<file path="config.mk">
export PLATFORM = sky130hd
export DESIGN_NAME = stack_ptr_unit
export DESIGN_NICKNAME = d
export VERILOG_FILES = /design/src/rtl/stkp_pkg.sv /design/src/rtl/stkp_ptr.sv /design/src/rtl/stkp_seq.sv /design/src/rtl/stack_ptr_unit.sv
export SDC_FILE = /design/constraint.sdc
export NUM_CORES = 1
export LEC_CHECK = 0
export BUFFER_PORTS_ARGS = -buffer_cell sky130_fd_sc_hd__buf_2
export CAP_MARGIN = 15
export CORE_UTILIZATION = 45
export DETAILED_ROUTE_END_ITERATION = 7
export PLACE_DENSITY = 0.75
export RECOVER_POWER = 50
export SYNTH_ARGS = -nofsm -noshare
export SYNTH_HDL_FRONTEND = slang
export SYNTH_HIERARCHICAL = 1
export SYNTH_SLANG_ARGS = --single-unit
</file>
<file path="constraint.sdc">
create_clock -name clk -period 2 [get_ports clk]
set_input_delay 0 -clock clk [delete_from_list [all_inputs] [get_ports clk]]
set_output_delay 0 -clock clk [all_outputs]
set_load 0.05 [all_outputs]
</file>
<file path="src/rtl/stkp_pkg.sv">
package stkp_pkg;

    typedef enum logic [4:0] {
        ST_IDLE,
        ST_PUSH,
        ST_POP,
        ST_CALL_PCL,
        ST_CALL_PCH,
        ST_INT_PCL,
        ST_INT_PCH,
        ST_INT_X,
        ST_INT_A,
        ST_INT_CC,
        ST_RET_PCH,
        ST_RET_PCL,
        ST_IRET_CC,
        ST_IRET_A,
        ST_IRET_X,
        ST_IRET_PCH,
        ST_IRET_PCL
    } stk_state_e;

    typedef enum logic [2:0] {
        SEL_NONE = 3'd0,
        SEL_PCL  = 3'd1,
        SEL_PCH  = 3'd2,
        SEL_X    = 3'd3,
        SEL_A    = 3'd4,
        SEL_CC   = 3'd5,
        SEL_DATA = 3'd6
    } byte_sel_e;

endpackage

</file>
<file path="src/rtl/stkp_ptr.sv">
module stkp_ptr #(
    parameter int          ADDR_W   = 16,
    parameter int          WIN_BITS = 7,
    parameter logic [15:0] WIN_BASE = 16'h0100
) (
    input  logic                clk,
    input  logic                rst_n,
    input  logic                set_top,
    input  logic                load_en,
    input  logic [WIN_BITS-1:0] load_val,
    input  logic                step_dn,
    input  logic                step_up,
    output logic [ADDR_W-1:0]   sp_addr,
    output logic [ADDR_W-1:0]   sp_up_addr
);
    localparam int HI_W = ADDR_W - WIN_BITS;
    localparam logic [HI_W-1:0] HI_FIXED = WIN_BASE[ADDR_W-1:WIN_BITS];

    logic [WIN_BITS-1:0] sp_lo;
    logic [WIN_BITS-1:0] sp_lo_up;

    assign sp_lo_up   = sp_lo + 1'b1;
    assign sp_addr    = {HI_FIXED, sp_lo};
    assign sp_up_addr = {HI_FIXED, sp_lo_up};

    always_ff @(posedge clk or negedge rst_n) begin
        if (!rst_n) begin
            sp_lo <= '1;
        end else if (set_top) begin
            sp_lo <= '1;
        end else if (load_en) begin
            sp_lo <= load_val;
        end else if (step_dn) begin
            sp_lo <= sp_lo - 1'b1;
        end else if (step_up) begin
            sp_lo <= sp_lo_up;
        end
    end

    assert_wrap_down_R4: assert property (@(posedge clk) disable iff (!rst_n)
        (step_dn && !set_top && !load_en && sp_lo == '0) |=> (sp_lo == '1));

    assert_wrap_up_R4: assert property (@(posedge clk) disable iff (!rst_n)
        (step_up && !step_dn && !set_top && !load_en && sp_lo == '1) |=> (sp_lo == '0));

    assert_load_R10: assert property (@(posedge clk) disable iff (!rst_n)
        (load_en && !set_top) |=> (sp_lo == $past(load_val)));

endmodule

</file>
<file path="src/rtl/stkp_seq.sv">
module stkp_seq
    import stkp_pkg::*;
(
    input  logic      clk,
    input  logic      rst_n,
    input  logic      push_i,
    input  logic      pop_i,
    input  logic      call_i,
    input  logic      irq_i,
    input  logic      ret_i,
    input  logic      iret_i,
    input  logic      sp_reset_i,
    input  logic      sp_load_i,
    output logic      we,
    output logic      re,
    output byte_sel_e sel,
    output logic      step_dn,
    output logic      step_up,
    output logic      set_top,
    output logic      load_en,
    output logic      busy
);
    stk_state_e state, state_nx;

    always_ff @(posedge clk or negedge rst_n) begin
        if (!rst_n) state <= ST_IDLE;
        else        state <= state_nx;
    end

    always_comb begin
        state_nx = ST_IDLE;
        unique case (state)
            ST_IDLE: begin
                if (sp_reset_i || sp_load_i) state_nx = ST_IDLE;
                else if (irq_i)              state_nx = ST_INT_PCL;
                else if (call_i)             state_nx = ST_CALL_PCL;
                else if (iret_i)             state_nx = ST_IRET_CC;
                else if (ret_i)              state_nx = ST_RET_PCH;
                else if (push_i)             state_nx = ST_PUSH;
                else if (pop_i)              state_nx = ST_POP;
                else                         state_nx = ST_IDLE;
            end
            ST_CALL_PCL: state_nx = ST_CALL_PCH;
            ST_INT_PCL:  state_nx = ST_INT_PCH;
            ST_INT_PCH:  state_nx = ST_INT_X;
            ST_INT_X:    state_nx = ST_INT_A;
            ST_INT_A:    state_nx = ST_INT_CC;
            ST_RET_PCH:  state_nx = ST_RET_PCL;
            ST_IRET_CC:  state_nx = ST_IRET_A;
            ST_IRET_A:   state_nx = ST_IRET_X;
            ST_IRET_X:   state_nx = ST_IRET_PCH;
            ST_IRET_PCH: state_nx = ST_IRET_PCL;
            default:     state_nx = ST_IDLE;
        endcase
    end

    always_comb begin
        we      = 1'b0;
        re      = 1'b0;
        sel     = SEL_NONE;
        set_top = 1'b0;
        load_en = 1'b0;
        busy    = 1'b1;
        unique case (state)
            ST_IDLE: begin
                busy    = 1'b0;
                set_top = sp_reset_i;
                load_en = sp_load_i && !sp_reset_i;
            end
            ST_PUSH:     begin we = 1'b1; sel = SEL_DATA; end
            ST_CALL_PCL: begin we = 1'b1; sel = SEL_PCL;  end
            ST_CALL_PCH: begin we = 1'b1; sel = SEL_PCH;  end
            ST_INT_PCL:  begin we = 1'b1; sel = SEL_PCL;  end
            ST_INT_PCH:  begin we = 1'b1; sel = SEL_PCH;  end
            ST_INT_X:    begin we = 1'b1; sel = SEL_X;    end
            ST_INT_A:    begin we = 1'b1; sel = SEL_A;    end
            ST_INT_CC:   begin we = 1'b1; sel = SEL_CC;   end
            ST_POP:      begin re = 1'b1; sel = SEL_DATA; end
            ST_RET_PCH:  begin re = 1'b1; sel = SEL_PCH;  end
            ST_RET_PCL:  begin re = 1'b1; sel = SEL_PCL;  end
            ST_IRET_CC:  begin re = 1'b1; sel = SEL_CC;   end
            ST_IRET_A:   begin re = 1'b1; sel = SEL_A;    end
            ST_IRET_X:   begin re = 1'b1; sel = SEL_X;    end
            ST_IRET_PCH: begin re = 1'b1; sel = SEL_PCH;  end
            ST_IRET_PCL: begin re = 1'b1; sel = SEL_PCL;  end
            default:     busy = 1'b0;
        endcase
    end

    assign step_dn = we;
    assign step_up = re;

    assert_busy_strobe_R11: assert property (@(posedge clk) disable iff (!rst_n)
        (we || re) |-> busy);

    assert_ignore_busy_R11: assert property (@(posedge clk) disable iff (!rst_n)
        busy |-> (!set_top && !load_en));

endmodule

</file>
<file path="src/rtl/stack_ptr_unit.sv">
module stack_ptr_unit
    import stkp_pkg::*;
#(
    parameter int          ADDR_W   = 16,
    parameter int          WIN_BITS = 7,
    parameter logic [15:0] WIN_BASE = 16'h0100
) (
    input  logic              clk,
    input  logic              rst_n,
    input  logic              push_i,
    input  logic              pop_i,
    input  logic              call_i,
    input  logic              irq_i,
    input  logic              ret_i,
    input  logic              iret_i,
    input  logic              sp_reset_i,
    input  logic              sp_load_i,
    input  logic [7:0]        sp_load_data_i,
    output logic [ADDR_W-1:0] sp_o,
    output logic [ADDR_W-1:0] mem_addr_o,
    output logic              mem_we_o,
    output logic              mem_re_o,
    output logic [2:0]        byte_sel_o,
    output logic              busy_o
);
    localparam int HI_W = ADDR_W - WIN_BITS;
    localparam logic [HI_W-1:0] HI_FIXED = WIN_BASE[ADDR_W-1:WIN_BITS];

    logic      we, re, step_dn, step_up, set_top, load_en;
    byte_sel_e sel;
    logic [ADDR_W-1:0] sp_addr, sp_up_addr;

    stkp_seq u_seq (
        .clk        (clk),
        .rst_n      (rst_n),
        .push_i     (push_i),
        .pop_i      (pop_i),
        .call_i     (call_i),
        .irq_i      (irq_i),
        .ret_i      (ret_i),
        .iret_i     (iret_i),
        .sp_reset_i (sp_reset_i),
        .sp_load_i  (sp_load_i),
        .we         (we),
        .re         (re),
        .sel        (sel),
        .step_dn    (step_dn),
        .step_up    (step_up),
        .set_top    (set_top),
        .load_en    (load_en),
        .busy       (busy_o)
    );

    stkp_ptr #(
        .ADDR_W   (ADDR_W),
        .WIN_BITS (WIN_BITS),
        .WIN_BASE (WIN_BASE)
    ) u_ptr (
        .clk        (clk),
        .rst_n      (rst_n),
        .set_top    (set_top),
        .load_en    (load_en),
        .load_val   (sp_load_data_i[WIN_BITS-1:0]),
        .step_dn    (step_dn),
        .step_up    (step_up),
        .sp_addr    (sp_addr),
        .sp_up_addr (sp_up_addr)
    );

    assign sp_o       = sp_addr;
    assign mem_addr_o = re ? sp_up_addr : sp_addr;
    assign mem_we_o   = we;
    assign mem_re_o   = re;
    assign byte_sel_o = sel;

    assert_window_R4: assert property (@(posedge clk) disable iff (!rst_n)
        (mem_we_o || mem_re_o) |-> (mem_addr_o[ADDR_W-1:WIN_BITS] == HI_FIXED));

    assert_push_step_R2: assert property (@(posedge clk) disable iff (!rst_n)
        mem_we_o |=> (sp_o[WIN_BITS-1:0] == $past(mem_addr_o[WIN_BITS-1:0]) - 1'b1));

    assert_pop_step_R3: assert property (@(posedge clk) disable iff (!rst_n)
        mem_re_o |=> (sp_o == $past(mem_addr_o)));

    assert_strobe_excl_R11: assert property (@(posedge clk) disable iff (!rst_n)
        !(mem_we_o && mem_re_o));

    assert_int_order_R6: assert property (@(posedge clk) disable iff (!rst_n)
        (mem_we_o && byte_sel_o == SEL_X) |-> $past(mem_we_o && byte_sel_o == SEL_PCH));

    assert_iret_order_R8: assert property (@(posedge clk) disable iff (!rst_n)
        (mem_re_o && byte_sel_o == SEL_A) |-> $past(mem_re_o && byte_sel_o == SEL_CC));

endmodule

</file>
## Yosys cells after proc, flatten, opt, wreduce, memory -nomap -nowiden

Cells that the tools add are included.

| operators by class | value |
|---|---|
| $add $sub $neg | 2 |
| $mul | 0 |
| divide/modulo/power cells | 0 |
| $lt $le $gt $ge | 0 |
| equal/unequal tests | 16 |
| shift-type cells | 0 |
| muxes and demuxes | 19 |
| bitwise gates (word level) | 0 |
| reductions and logical operators | 14 |

Operators with widths:

| kind | count |
|---|---|
| $pmux 5 s11 | 1 |
| $eq 5x4->1 const B | 8 |
| $mux 7 | 5 |
| $mux 5 | 6 |
| $eq 5x3->1 const B | 4 |
| $pmux 3 s6 | 1 |
| $reduce_or 16->1 | 1 |
| $reduce_or 8->1 | 2 |
| $eq 5x2->1 const B | 2 |
| $reduce_or 2->1 | 4 |
| $reduce_or 4->1 | 2 |
| $add 7x1->7 const B | 1 |
| $sub 7x1->7 const B | 1 |
| $eq 5x1->1 const B | 1 |
| $eq 5x5->1 const B | 1 |
| $logic_not 5->1 | 1 |
| $mux 1 | 5 |
| $reduce_bool 4->1 | 1 |
| $mux 2 | 1 |
| $logic_and 1x1->1 | 1 |
| $logic_not 1->1 | 1 |
| $logic_or 1x1->1 | 1 |

| word-level totals | value |
|---|---|
| register bits | 12 |
| latch bits | 0 |
| memory bits (writable) | 0 |
| memory bits (read-only) | 0 |
| input port bits | 18 |
| output and inout port bits | 38 |
| logic and storage cells | 53 |
| memories | 0 |

## Longest topological paths before layout

| logic depth | value |
|---|---|
| word-level depth | 8 |
| mapped depth | 9 |
| depth with buffers taken out | 7 |

## By module

The synthesis kept the hierarchy.

By module, submodules not included:

| module | times used | cells each | area each (um2) | seq. area each (um2) |
|---|---|---|---|---|
| stkp_ptr | 1 | 91 | 748.2 | 183.9 |
| stkp_seq | 1 | 65 | 496.7 | 125.1 |
| stack_ptr_unit | 1 | 18 | 249.0 | 0.0 |

## Worst setup path before layout

OpenSTA, ideal clock, no wires.

| timing | value |
|---|---|
| path kind | reg-to-reg |
| start | register u_seq.state[1] |
| end | register u_ptr.sp_lo[1] |
| setup time | 82 ps |
| arrival | 3092 ps |
| required time | 1918 ps |
| path slack | -1174 ps |
| cell stages (with the launch flop) | 10 |
| path buffers | 2 |
| clock period less this slack | 3174 ps |
| cell sequence | dfrtp_1 -> clkbuf_1 -> nor2_1 -> mux2i_1 -> o31ai_1 -> buf_4 -> nor2b_1 -> a211oi_1 -> a211oi_1 -> a211o_1 |

| between the ends | value |
|---|---|
| elaborated cells between the ends (all ways) | 27 |
| classes of those cells | 16 x eq/ne; 7 x mux; 4 x reduce/logical |

RTL lines:

| what | line | text |
|---|---|---|
| from (decl) | stkp_seq.sv:23 | `stk_state_e state, state_nx;` |
| from (signal assigned) | stkp_seq.sv:27 | `else state <= state_nx;` |
| $eq 5x2->1 (tied with other cells) | stkp_seq.sv:64 | `unique case (state)` |
| $reduce_or 8->1 (no line) * | -- |  |
| $mux 1 * | stkp_seq.sv:64 |  |
| net mem_re_o | stack_ptr_unit.sv:22 | `output logic mem_re_o,` |
| $reduce_bool 4->1 (no line) * | -- |  |
| to (signal assigned) | stkp_ptr.sv:32 | `sp_lo <= load_val;` |
| to (signal assigned) | stkp_ptr.sv:34 | `sp_lo <= sp_lo - 1'b1;` |
| to (signal assigned) | stkp_ptr.sv:36 | `sp_lo <= sp_lo_up;` |
| to (decl) | stkp_ptr.sv:19 | `logic [WIN_BITS-1:0] sp_lo;` |

The timed path passes the listed nets; every way through them passes the cells marked *.
A chain may end at the register's enable or synchronous reset.

## Worst setup path in the final report

| timing | value |
|---|---|
| start | register u_seq.state[3] |
| end | output mem_addr_o[6] |

| between the ends | value |
|---|---|
| word-level cells in the longest chain between the ends | 4 |
| elaborated cells between the ends (all ways) | 11 |
| classes of those cells | 8 x eq/ne; 2 x mux; 1 x reduce/logical |

RTL lines:

| what | line | text |
|---|---|---|
| $eq 5x2->1 (tied with other cells) | stkp_seq.sv:64 |  |
| $reduce_or 8->1 (no line) * | -- |  |
| $mux 1 * | stkp_seq.sv:64 |  |
| $mux 7 * | stack_ptr_unit.sv:71 | `assign mem_addr_o = re ? sp_up_addr : sp_addr;` |
| to (decl) | stack_ptr_unit.sv:20 | `output logic [ADDR_W-1:0] mem_addr_o,` |

Every way passes the cells marked *; elsewhere a longest branch is shown, timed or not.

==> run_results.csv <==
group,metric,value,unit
outcome,status,"finished, final reports clean",
sta,fin_crit_sh,99.86,%
final_layout,seq_area,312.8,um2
synth,synth_area_leaders,"dfstp_2 (12%), buf_4 (11%), mux2_4 (10%)",
critical_path,regToRegSetupSlack,10,ps
sta,whs,18.36,ps
synth,yosys.area.top_type,"dfstp_2",
critical_path,cp-end-kind,"output port",
clocking,cts_tree,"done",
hold_path,min_delay_path_depth,4,
final_layout,final_cell_mix,"buf_2 (29), buf_4 (22), conb_1 (18), mux2_4 (14), nand2_1 (10)",
sta,rsz0062_at_grt,"yes",
die,core,3103,um2
routing,drc_errors,0,
final_layout,final_nets,254,
clocking,cts_sinks,12,
final_layout,syn2layout_area_growth,38.94,%
routing,via_per_inst,5.271,
synth,synth_edf_count,0,
clocking,ctsHtreeMaxLevel,1,
clocking,cts_buffers,3,
final_layout,n_fill_cell,256,
sta,final-hold-violation-count,0,
clocking,cts_root_buf,"clkbuf_4",
critical_path,regToRegEndpoint,"u_ptr/sp_lo[1]",
hold_path,hp-start,"call_i",
die,dieArea,3555,um2
die,pin_count,56,
critical_path,start_kind,"register",
critical_path,cp.required,2000,ps
synth,synth_top_area_share,12.31,%
global_routing,grt_pass1_wl,5471,um
die,initial_core_util,48.15,%
hold_path,worstHoldPathType,"primary input to register",
hold_path,hold_end,"u_seq/state[3]",
synth,ys_seq_area_share,20.69,%
synth,ys_ff_latch,12,
placed_design,dp_hpwl,2386,um
routing,routedWlPerCell,14.04,um
die,die_h,59.62,um
routing,drtAntennaViolNets,0,
job,max-cap-violations,0,
synth,syn-mean-instance-area,8.586,um2
global_routing,grt-ovfl-total,0,
synth,synth_top_flop_cell,"dfstp_2",
critical_path,reg2reg_depth,9,
sta,worst_slew_pin_slew,715.1,ps
clocking,cts_buffer_depth,2,
routing,vias,1460,
synth,ys_types,51,
final_layout,layout-drive-gt1-share,48.50,%
critical_path,crit_arrival,2000,ps
synth,synthCells,174,
clocking,cts.reportedPaths.clkPinSlew,80,ps
synth,synth.yosys.warnings,6,
sta,finalSetupViolations,0,
routing,drt-initial-drc-count,49,
die,rows,20,
final_layout,final_common_cell,"buf_2",
die,die_width,59.62,um
critical_path,regToRegStartpoint,"u_seq/state[3]",
global_routing,track_usage,20.49,%
critical_path,critPathKind,"register to output port",
sta,skew,5.561,ps
sta,fmax,0.5007,GHz
synth,postSynth.asyncResetShare,100.0,%
sta,finalMaxSlewViolations,0,
final_layout,multi_input_area,1101,um2
clocking,clkLatencyLatePin,280,ps
global_routing,antenna_found_initial,0,
global_routing,grt_pass1_vias,1290,
global_routing,grt_max_degree,18,
synth,syn-cell-area,1494,um2
routing,dr.pass1.iters,4,
placed_design,place_congestion,0.8581,
sta,relSlewSlack,52.33,%
sta,min_period,1997,ps
critical_path,critPathMaxFanout,6,
routing,drt_wl_total,3889,um
placed_design,io_buffers,36,
final_layout,n_antenna_cell,0,
[stage by stage]
stage | utilization [%] | cells | setup slack [ps] | TNS, ps | cell area (um2)
2_1_floorplan | - | 190 | -139.2 | -766.1 | 1624
3_3_place_gp | 55.20 | 248 | 64.15 | 0 | 1713
3_5_place_dp | 55.20 | 248 | 16.07 | 0 | 1713
4_1_cts | 60.60 | 264 | 3.892 | 0 | 1881
5_1_grt | 66.90 | 277 | -72.22 | -514.1 | 2076
6_report | 66.90 | 277 | 2.745 | 0 | 2076
[how the worst max path moves through the flow]
| stage | from | to | slack [ps] | depth (start not counted) |
|---|---|---|---|---|
| 5_1_grt | u_seq/state[3] | mem_addr_o[6] | -70 | 6 |
| 6_report | u_seq/state[3] | mem_addr_o[6] | 3 | 6 |
| 4_1_cts | u_seq/state[1] | u_ptr/sp_lo[6] | 4 | 7 |
| 2_1_floorplan | u_seq/state[1] | u_ptr/sp_lo[1] | -140 | 9 |
| 3_5_place_dp | u_seq/state[3] | u_ptr/sp_lo[6] | 20 | 6 |
| 3_3_place_gp | u_seq/state[3] | u_ptr/sp_lo[6] | 60 | 6 |
[registers in the layout, summed over array words and instances, names as in the netlist]
name	cells
u_ptr/sp_lo	7
u_seq/state	5
[cells by family (layout without fill, tap and decap cells)]
logic type               after synthesis  after routing  synth area share (%)
AO/OA/AOI/OAI                         41             41                 19.10
XOR/XNOR                              11             11                 6.449
adder cells (fa/ha/maj)                2              2                 1.675
buffers and inverters                 39             82                 16.83
flip-flops                            12             12                 20.69
multiplexers                          18             18                 15.91
other                                  2             18                0.5027
AND/OR/NAND/NOR                       49             49                 18.85
[worst max-delay path, cell delays in order (launching register included)]
cell and delay, ps:
dfrtp_2 460, nor2_4 140, mux2i_2 90, o31ai_4 360, clkbuf_16 220, mux2_4 290, buf_6 150
[metal layers]
metal,part of all wire [%],global-route usage (%),routed length [um],up-vias
met2,53,36.12,2061,57
met1,41,24.53,1584,693
met3,4.8,5.459,188,6
met5,0,0,0,-
li1,-,-,-,704
met4,1.4,5.316,55,0
[cell usage after synthesis, types with 2 or more instances]
library cell and instances:
a31oi_1 2, nor2_1 8, mux2_4 10, dfrtp_1 5
ha_1 2, nand3_1 4, o32ai_1 2, mux2i_1 2
o21ai_0 5, conb_1 2, mux2_2 6, o22ai_1 2
xnor2_1 6, clkbuf_1 5, nand2_1 10, o211ai_1 2
buf_4 21, dfstp_2 7, o31a_1 2, nor3_1 3
nor4b_1 3, inv_1 7, o21ai_1 3, a211oi_1 4
nor2b_1 5, a21oi_1 10, buf_1 2, nand2b_1 3
xor2_1 5, buf_2 2, a221oi_1 2, o22ai_2 2
nand3b_1 2
[layout make-up]
type                    instances  area share (%)
clock buffers                   4           1.266
well taps                      44           2.652
multi-input cells             139           53.04
repair buffers                 71           26.70
flip-flops and latches         12           15.07
inverters                       7           1.266
[what timing repair did]
item / CTS / global route
setup endpoints to repair: 10 / 14
gates cloned: 1 / 2
gates resized for setup: 4 / 34
hold buffers: 8 / 0
pin swaps: 1 / 5
buffers inserted: 3 / 11
endpoints found under the hold margin: 19 / 0
Power is left out: the tool's default activity adds up to more than one toggle a clock period on the data nets, which glitch-free logic cannot reach.
